## src/rtl/dmac_pkg.sv

```systemverilog
package dmac_pkg;
  localparam int CNT_W  = 19;
  localparam int TYPE_W = 6;

  typedef enum logic [1:0] {ST_IDLE, ST_WAIT, ST_RD, ST_WR} eng_state_e;

  typedef struct packed {
    logic              reload;
    logic              single;
    logic              dst_fixed;
    logic              src_fixed;
    logic [1:0]        width;
    logic [TYPE_W-1:0] dst_type;
    logic [TYPE_W-1:0] src_type;
  } chan_cfg_t;

  function automatic chan_cfg_t decode_ctl(input logic [31:0] c);
    chan_cfg_t r;
    r.src_type  = c[5:0];
    r.src_fixed = c[7];
    r.dst_type  = c[13:8];
    r.dst_fixed = c[15];
    r.single    = c[17];
    r.reload    = c[18];
    r.width     = c[21:20];
    return r;
  endfunction

  function automatic logic [2:0] width_bytes(input logic [1:0] w);
    case (w)
      2'd0:    return 3'd4;
      2'd1:    return 3'd2;
      default: return 3'd1;
    endcase
  endfunction

  function automatic logic [2:0] beat_bytes(input logic [1:0] w, input logic [CNT_W-1:0] rem);
    logic [2:0] wb;
    wb = width_bytes(w);
    if (rem < CNT_W'(wb)) return rem[2:0];
    return wb;
  endfunction

  function automatic logic half_crossed(input logic [CNT_W-1:0] cnt,
                                        input logic [CNT_W-1:0] old_rem,
                                        input logic [CNT_W-1:0] new_rem);
    logic [CNT_W-1:0] thr, d_old, d_new;
    thr   = cnt >> 1;
    d_old = cnt - old_rem;
    d_new = cnt - new_rem;
    return (thr != '0) && (d_old < thr) && (d_new >= thr);
  endfunction
endpackage

```

## src/rtl/dmac_regs.sv

```systemverilog
module dmac_regs
  import dmac_pkg::*;
#(
  parameter int ADDR_W = 32
) (
  input  logic              clk,
  input  logic              rst_n,
  input  logic              reg_wr,
  input  logic [2:0]        reg_addr,
  input  logic [31:0]       reg_wdata,
  output logic [31:0]       reg_rdata,
  output logic [31:0]       ctl_q,
  output logic [ADDR_W-1:0] src_q,
  output logic [ADDR_W-1:0] dst_q,
  output logic [CNT_W-1:0]  cnt_q,
  output logic              start_q,
  input  logic              fin,
  input  logic              busy,
  input  logic [CNT_W-1:0]  rem
);
  logic wr_start;
  assign wr_start = reg_wr && (reg_addr == 3'd1);

  always_ff @(posedge clk or negedge rst_n) begin
    if (!rst_n) begin
      ctl_q   <= '0;
      src_q   <= '0;
      dst_q   <= '0;
      cnt_q   <= '0;
      start_q <= 1'b0;
    end else begin
      if (fin) start_q <= 1'b0;
      if (wr_start) start_q <= reg_wdata[0];
      if (reg_wr) begin
        case (reg_addr)
          3'd0: ctl_q <= reg_wdata;
          3'd2: src_q <= reg_wdata[ADDR_W-1:0];
          3'd3: dst_q <= reg_wdata[ADDR_W-1:0];
          3'd4: cnt_q <= reg_wdata[CNT_W-1:0];
          default: ;
        endcase
      end
    end
  end

  always_comb begin
    case (reg_addr)
      3'd0:    reg_rdata = ctl_q;
      3'd1:    reg_rdata = {31'b0, start_q};
      3'd2:    reg_rdata = 32'(src_q);
      3'd3:    reg_rdata = 32'(dst_q);
      3'd4:    reg_rdata = 32'(cnt_q);
      3'd5:    reg_rdata = busy ? 32'(rem) : 32'b0;
      default: reg_rdata = '0;
    endcase
  end

  // a finish pulse from the engine drops the start bit unless software rewrites it
  p_start_clear_r7: assert property (@(posedge clk) disable iff (!rst_n)
    fin && !wr_start |=> !start_q);
endmodule

```

## src/rtl/dmac_engine.sv

```systemverilog
module dmac_engine
  import dmac_pkg::*;
#(
  parameter int ADDR_W = 32,
  parameter int NSLOT  = 8
) (
  input  logic              clk,
  input  logic              rst_n,
  input  logic [31:0]       ctl_q,
  input  logic [ADDR_W-1:0] src_q,
  input  logic [ADDR_W-1:0] dst_q,
  input  logic [CNT_W-1:0]  cnt_q,
  input  logic              start_q,
  input  logic [NSLOT-1:0]  per_req,
  output logic [NSLOT-1:0]  per_ack,
  output logic              mem_req,
  output logic              mem_we,
  output logic [ADDR_W-1:0] mem_addr,
  output logic [2:0]        mem_bytes,
  output logic [31:0]       mem_wdata,
  input  logic [31:0]       mem_rdata,
  input  logic              mem_ack,
  output logic              half_evt,
  output logic              done_evt,
  output logic              fin,
  output logic              busy,
  output logic [CNT_W-1:0]  rem
);
  localparam int SLOT_W = (NSLOT > 1) ? $clog2(NSLOT) : 1;

  eng_state_e        st;
  chan_cfg_t         cfg_s;
  logic [ADDR_W-1:0] cur_src, cur_dst;
  logic [CNT_W-1:0]  rem_q, cnt_s, new_rem;
  logic [2:0]        grp, bb;
  logic [31:0]       data_q;
  logic              src_per, dst_per, need_req, src_ok, dst_ok;
  logic              beat_done, last_beat, load_now;

  function automatic logic slot_ready(input logic [TYPE_W-1:0] t, input logic [NSLOT-1:0] rq);
    if (int'(t) < NSLOT) return rq[t[SLOT_W-1:0]];
    return 1'b0;
  endfunction

  assign src_per   = cfg_s.src_type != '0;
  assign dst_per   = cfg_s.dst_type != '0;
  assign need_req  = cfg_s.single || (grp == 3'd0);
  assign src_ok    = !src_per || !need_req || slot_ready(cfg_s.src_type, per_req);
  assign dst_ok    = !dst_per || !need_req || slot_ready(cfg_s.dst_type, per_req);
  assign bb        = beat_bytes(cfg_s.width, rem_q);
  assign new_rem   = rem_q - CNT_W'(bb);
  assign beat_done = (st == ST_WR) && mem_ack;
  assign last_beat = new_rem == '0;
  assign load_now  = (st == ST_IDLE) && start_q && (cnt_q != '0);

  assign mem_req   = (st == ST_RD) || (st == ST_WR);
  assign mem_we    = st == ST_WR;
  assign mem_addr  = (st == ST_WR) ? cur_dst : cur_src;
  assign mem_bytes = bb;
  assign mem_wdata = data_q;
  assign busy      = st != ST_IDLE;
  assign rem       = rem_q;
  assign fin       = ((st == ST_IDLE) && start_q && (cnt_q == '0)) ||
                     (beat_done && last_beat && !cfg_s.reload);

  for (genvar i = 0; i < NSLOT; i++) begin : g_ack
    assign per_ack[i] = beat_done &&
      ((src_per && (cfg_s.src_type == TYPE_W'(i))) || (dst_per && (cfg_s.dst_type == TYPE_W'(i))));
  end

  always_ff @(posedge clk or negedge rst_n) begin
    if (!rst_n) begin
      st       <= ST_IDLE;
      cfg_s    <= '0;
      cur_src  <= '0;
      cur_dst  <= '0;
      rem_q    <= '0;
      cnt_s    <= '0;
      grp      <= '0;
      data_q   <= '0;
      half_evt <= 1'b0;
      done_evt <= 1'b0;
    end else begin
      half_evt <= beat_done && half_crossed(cnt_s, rem_q, new_rem);
      done_evt <= beat_done && last_beat;
      case (st)
        ST_IDLE: if (load_now) begin
          cfg_s   <= decode_ctl(ctl_q);
          cur_src <= src_q;
          cur_dst <= dst_q;
          rem_q   <= cnt_q;
          cnt_s   <= cnt_q;
          grp     <= '0;
          st      <= ST_WAIT;
        end
        ST_WAIT: begin
          if (!start_q)           st <= ST_IDLE;
          else if (src_ok && dst_ok) st <= ST_RD;
        end
        ST_RD: if (mem_ack) begin
          data_q <= mem_rdata;
          st     <= ST_WR;
        end
        ST_WR: if (mem_ack) begin
          if (!cfg_s.src_fixed) cur_src <= cur_src + ADDR_W'(bb);
          if (!cfg_s.dst_fixed) cur_dst <= cur_dst + ADDR_W'(bb);
          rem_q <= new_rem;
          grp   <= grp + 3'd1;
          if (last_beat) begin
            if (cfg_s.reload && start_q && (cnt_q != '0)) begin
              cfg_s   <= decode_ctl(ctl_q);
              cur_src <= src_q;
              cur_dst <= dst_q;
              rem_q   <= cnt_q;
              cnt_s   <= cnt_q;
              grp     <= '0;
              st      <= ST_WAIT;
            end else begin
              st <= ST_IDLE;
            end
          end else if (!start_q) begin
            st <= ST_IDLE;
          end else begin
            st <= ST_WAIT;
          end
        end
        default: st <= ST_IDLE;
      endcase
    end
  end

  // a phase that is not accepted holds its request, address and direction
  p_mem_hold_r2: assert property (@(posedge clk) disable iff (!rst_n)
    mem_req && !mem_ack |=> mem_req && $stable(mem_addr) && $stable(mem_we));

  // every beat carries at least one byte and never more than the width
  p_beat_size_r3: assert property (@(posedge clk) disable iff (!rst_n)
    mem_req |-> (mem_bytes != 3'd0) && (mem_bytes <= width_bytes(cfg_s.width)));

  // acknowledges are single-cycle pulses
  p_ack_pulse_r5: assert property (@(posedge clk) disable iff (!rst_n)
    (|per_ack) |=> (per_ack == '0));

  // a pass-complete event always follows an accepted write
  p_done_after_write_r9: assert property (@(posedge clk) disable iff (!rst_n)
    done_evt |-> $past(mem_req && mem_we && mem_ack));

  // a half event also follows an accepted write
  p_half_after_write_r9: assert property (@(posedge clk) disable iff (!rst_n)
    half_evt |-> $past(mem_req && mem_we && mem_ack));
endmodule

```

## src/rtl/dmac_channel.sv

```systemverilog
module dmac_channel
  import dmac_pkg::*;
#(
  parameter int ADDR_W = 32,
  parameter int NSLOT  = 8
) (
  input  logic              clk,
  input  logic              rst_n,
  input  logic              reg_wr,
  input  logic [2:0]        reg_addr,
  input  logic [31:0]       reg_wdata,
  output logic [31:0]       reg_rdata,
  output logic              mem_req,
  output logic              mem_we,
  output logic [ADDR_W-1:0] mem_addr,
  output logic [2:0]        mem_bytes,
  output logic [31:0]       mem_wdata,
  input  logic [31:0]       mem_rdata,
  input  logic              mem_ack,
  input  logic [NSLOT-1:0]  per_req,
  output logic [NSLOT-1:0]  per_ack,
  output logic              half_evt,
  output logic              done_evt
);
  logic [31:0]       ctl_q;
  logic [ADDR_W-1:0] src_q, dst_q;
  logic [CNT_W-1:0]  cnt_q, rem;
  logic              start_q, fin, busy;

  dmac_regs #(.ADDR_W(ADDR_W)) u_regs (
    .clk(clk), .rst_n(rst_n), .reg_wr(reg_wr), .reg_addr(reg_addr),
    .reg_wdata(reg_wdata), .reg_rdata(reg_rdata), .ctl_q(ctl_q),
    .src_q(src_q), .dst_q(dst_q), .cnt_q(cnt_q), .start_q(start_q),
    .fin(fin), .busy(busy), .rem(rem)
  );

  dmac_engine #(.ADDR_W(ADDR_W), .NSLOT(NSLOT)) u_engine (
    .clk(clk), .rst_n(rst_n), .ctl_q(ctl_q), .src_q(src_q), .dst_q(dst_q),
    .cnt_q(cnt_q), .start_q(start_q), .per_req(per_req), .per_ack(per_ack),
    .mem_req(mem_req), .mem_we(mem_we), .mem_addr(mem_addr),
    .mem_bytes(mem_bytes), .mem_wdata(mem_wdata), .mem_rdata(mem_rdata),
    .mem_ack(mem_ack), .half_evt(half_evt), .done_evt(done_evt),
    .fin(fin), .busy(busy), .rem(rem)
  );
endmodule

```

## config.mk

```make
export PLATFORM = sky130hd
export DESIGN_NAME = dmac_channel
export DESIGN_NICKNAME = d
export VERILOG_FILES = /design/src/rtl/dmac_pkg.sv /design/src/rtl/dmac_regs.sv /design/src/rtl/dmac_engine.sv /design/src/rtl/dmac_channel.sv
export SDC_FILE = /design/constraint.sdc
export NUM_CORES = 1
export LEC_CHECK = 0
export ABC_AREA = 0
export BUFFER_PORTS_ARGS = -buffer_cell sky130_fd_sc_hd__buf_2
export CORE_MARGIN = 2
export CORE_UTILIZATION = 30
export CTS_BUF_LIST = sky130_fd_sc_hd__clkbuf_8
export DETAILED_ROUTE_END_ITERATION = 16
export HOLD_SLACK_MARGIN = 0.15
export PLACE_DENSITY = 0.53
export SLEW_MARGIN = 20
export SYNTH_ARGS = -nofsm -noshare
export SYNTH_HDL_FRONTEND = slang
export SYNTH_SLANG_ARGS = --single-unit
```

## constraint.sdc

```tcl
create_clock -name clk -period 21.5 [get_ports clk]
set_input_delay 6.45 -clock clk [delete_from_list [all_inputs] [get_ports clk]]
set_output_delay 6.45 -clock clk [all_outputs]
set_load 0.02 [all_outputs]
```

==> results.toml <==
[floorplan]
die_x_um = 241
dieArea_mm2 = 0.0583
io_pins = 190
dieHeight_um = 241
rows = 87
core_area_mm2 = 0.0561
initial_core_util_pct = 30.2

[hold_path]
hold_path_end = "u_engine.cfg_s[16]"
min-delay-start = "u_engine.cfg_s[16]"
holdPathStages = 2
hold_class = "reg2reg"

[global_routing]
antenna_found_initial = 3
gr-total-overflow = 0
grt_pass1_wl_um = 85300
grt_pass1_vias = 14294
grtUsageTotal_pct = 18.9
grt_max_degree = 90

[layout]
layout.cells.most_common = "dfrtp_1"
final_cell_count_no_fill = 2723
layout_common_cells = "dfrtp_1, buf_2, nand2_1, mux2_2, a21oi_1"
area_growth_pct = 15.7
drive_above_1_share_pct = 24.6
final_nets = 2094

[setup_path]
critPathMaxFanout = 22
worst_r2r_endpoint = "u_engine.half_evt"
reg2regPathDepth = 29
crit_type = "in2out"
rrSetupSlack_ns = 13.02
crit_arrival_ns = 8.40
reg2reg_from = "u_engine.rem[6]"
start_kind = "primary input"
required_ns = 15.05
worstSetupEndpointType = "primary output"

[synth]
synth_cells = 1762
synth_seq_area_share_pct = 40.7
synth_warnings = 0
synth-edff-count = 0
syn_area_per_cell_um2 = 9.60
synthFlopType = "dfrtp_1"
yosysUniqueCellTypes = 78
syn_nets = 1931
ys_ff_latch = 275
syn_area_mm2 = 0.0169
async_flop_share_pct = 100

[clocking]
clk_path_buf_depth = 3
cts.repair.resized = 0
cts_buffers = 48
cts_tree = "done"
clock-root-buffer = "clkbuf_8"
insertion_delay_ns = 0.61
postCtsHoldBufs = 0
clkTransAtPathRegs_ns = 0.06
postCtsSetupBuffers = 0
cts_max_level = 2
cts_sinks = 275

[sta]
finClkSkew_ns = 0.0304
post-route-period-util_pct = 69.1
finalSetupTns_ns = 0
finalSetupViolCount = 0
slew_headroom_pct = 27.0
grt_setup_unrepaired = "no"
max_slew.worst_pin.slew_ns = 1.08
fmax_ghz = 0.0673
worst_hold_slack_ns = 0.491
drv_slew = 0
hold_viol_final = 0
final.min_clock_period_ns = 14.85

[power]
leakagePower_nw = 8.69
power_density_mw_per_mm2 = 179
vdd_ir_drop_max_v = 0.0000758

[place]
hpwl_um = 40800
port-buffer-count = 187
dp.cells = 2631
place_congestion = 0.844

[route]
vias = 14315
firstDrtPassIters = 5
ant_nets = 0
avgViaCountPerCell = 5.26
avgRoutedWirePerCell_um = 20.4
drc_errors = 0
drt_wl_total_um = 55600
drt_iter0_drc = 978

[outcome]
outcome = "finished, final reports clean"

[flow_run]
drv_cap = 0
[stage by stage]
stage	cell area (um^2)	setup slack [ns]	utilization [%]	power [mW]
after global routing	19600	6.57	34.9	3.80
final	19600	6.65	34.9	3.49
after floorplan	16900	7.03	-	2.40
after CTS	19600	6.64	34.9	3.52
after global placement	18600	6.67	33.2	2.96
after detailed placement	18600	6.64	33.2	3.01
[power by group]
group / switching (mW) / total (mW) / internal [mW] / leakage [nW]
logic: 1.21 / 2.06 / 0.849 / 4.79
registers: 0.240 / 0.953 / 0.713 / 3.34
clock network: 0.230 / 0.485 / 0.255 / 0.568
total: 1.68 / 3.49 / 1.82 / 8.69
[routing by layer]
layer  vias up  wire (um)  global-route usage, %
li1       6749          -                      -
met1      7086      24900                   25.1
met2       383      26600                   31.6
met3        93       2540                   2.94
met4         4       1550                   5.67
met5         -         28                      0
[cell usage after synthesis, types with 7 or more instances]
master / n / area share (%)
a211oi_1: 7 / 0.31
nand3_1: 51 / 1.5
mux2_2: 176 / 12
nand2b_1: 7 / 0.26
nor2_1: 114 / 2.5
xnor2_1: 49 / 2.5
and3_1: 21 / 0.78
o221ai_1: 8 / 0.41
and2_1: 10 / 0.37
dfrtp_1: 275 / 41
inv_1: 75 / 1.7
or4_1: 8 / 0.36
buf_2: 20 / 0.59
a21oi_1: 136 / 4.0
nor4_1: 24 / 0.89
nand4_1: 24 / 0.89
mux2i_1: 39 / 2.3
nor3_1: 31 / 0.92
or3_1: 10 / 0.37
a22oi_1: 18 / 0.80
nand2_1: 182 / 4.0
ha_1: 85 / 6.3
buf_1: 15 / 0.33
o21a_1: 12 / 0.53
nor2b_1: 14 / 0.52
a21o_1: 21 / 0.93
clkbuf_1: 54 / 1.2
o21ai_0: 118 / 3.5
a221o_1: 23 / 1.4
[worst max-delay path, stage by stage]
cell and delay, ns:
buf_2 0.55, nor2b_1 0.45, nor2b_1 0.18, buf_4 0.25, a221o_1 0.29, buf_2 0.21
[worst max-delay path by stage]
stage	from	end
finish	reg_addr[1]	reg_rdata[10]
global route	reg_addr[2]	reg_rdata[0]
CTS	reg_addr[2]	reg_rdata[0]
detailed placement	reg_addr[2]	reg_rdata[0]
global placement	reg_addr[2]	reg_rdata[0]
floorplan	reg_addr[2]	reg_rdata[0]
[final cells by class]
type	count	area, um^2
sequential	275	6880
multi-input combinational	1316	9380
clock buffer	61	840
fill	5762	36500
timing repair buffer	209	1110
tap	756	946
antenna	2	5.00
inverter	75	282
clock inverter	29	129
[state kept, by name, indices dropped and copies added, names as in the netlist, named ones only]
| register | cells |
|---|---|
| u_engine.rem | 19 |
| u_engine.cnt_s | 19 |
| u_regs.start_q | 1 |
| u_engine.done_evt | 1 |
| u_regs.ctl_q | 32 |
| u_engine.st | 1 |
| u_regs.cnt_q | 19 |
| u_engine.cur_dst | 32 |
| u_engine.cur_src | 32 |
| u_engine.cfg_s | 18 |
| u_engine.half_evt | 1 |
| u_engine.mem_wdata | 32 |
| u_regs.src_q | 32 |
| u_engine.grp | 3 |
| u_regs.dst_q | 32 |
[cells by family (layout without fill, tap and decap cells)]
group	after synthesis	count (layout)	synth area share [%]
simple gates	522	522	14.9
compound gates	430	430	16.2
flops	275	275	40.7
mux	217	217	14.3
buf+inv	171	374	4.19
fa+ha+maj	92	92	7.00
xor+xnor	54	54	2.80
other cells	1	3	0.0222
Power figures use the tool's default switching activity.
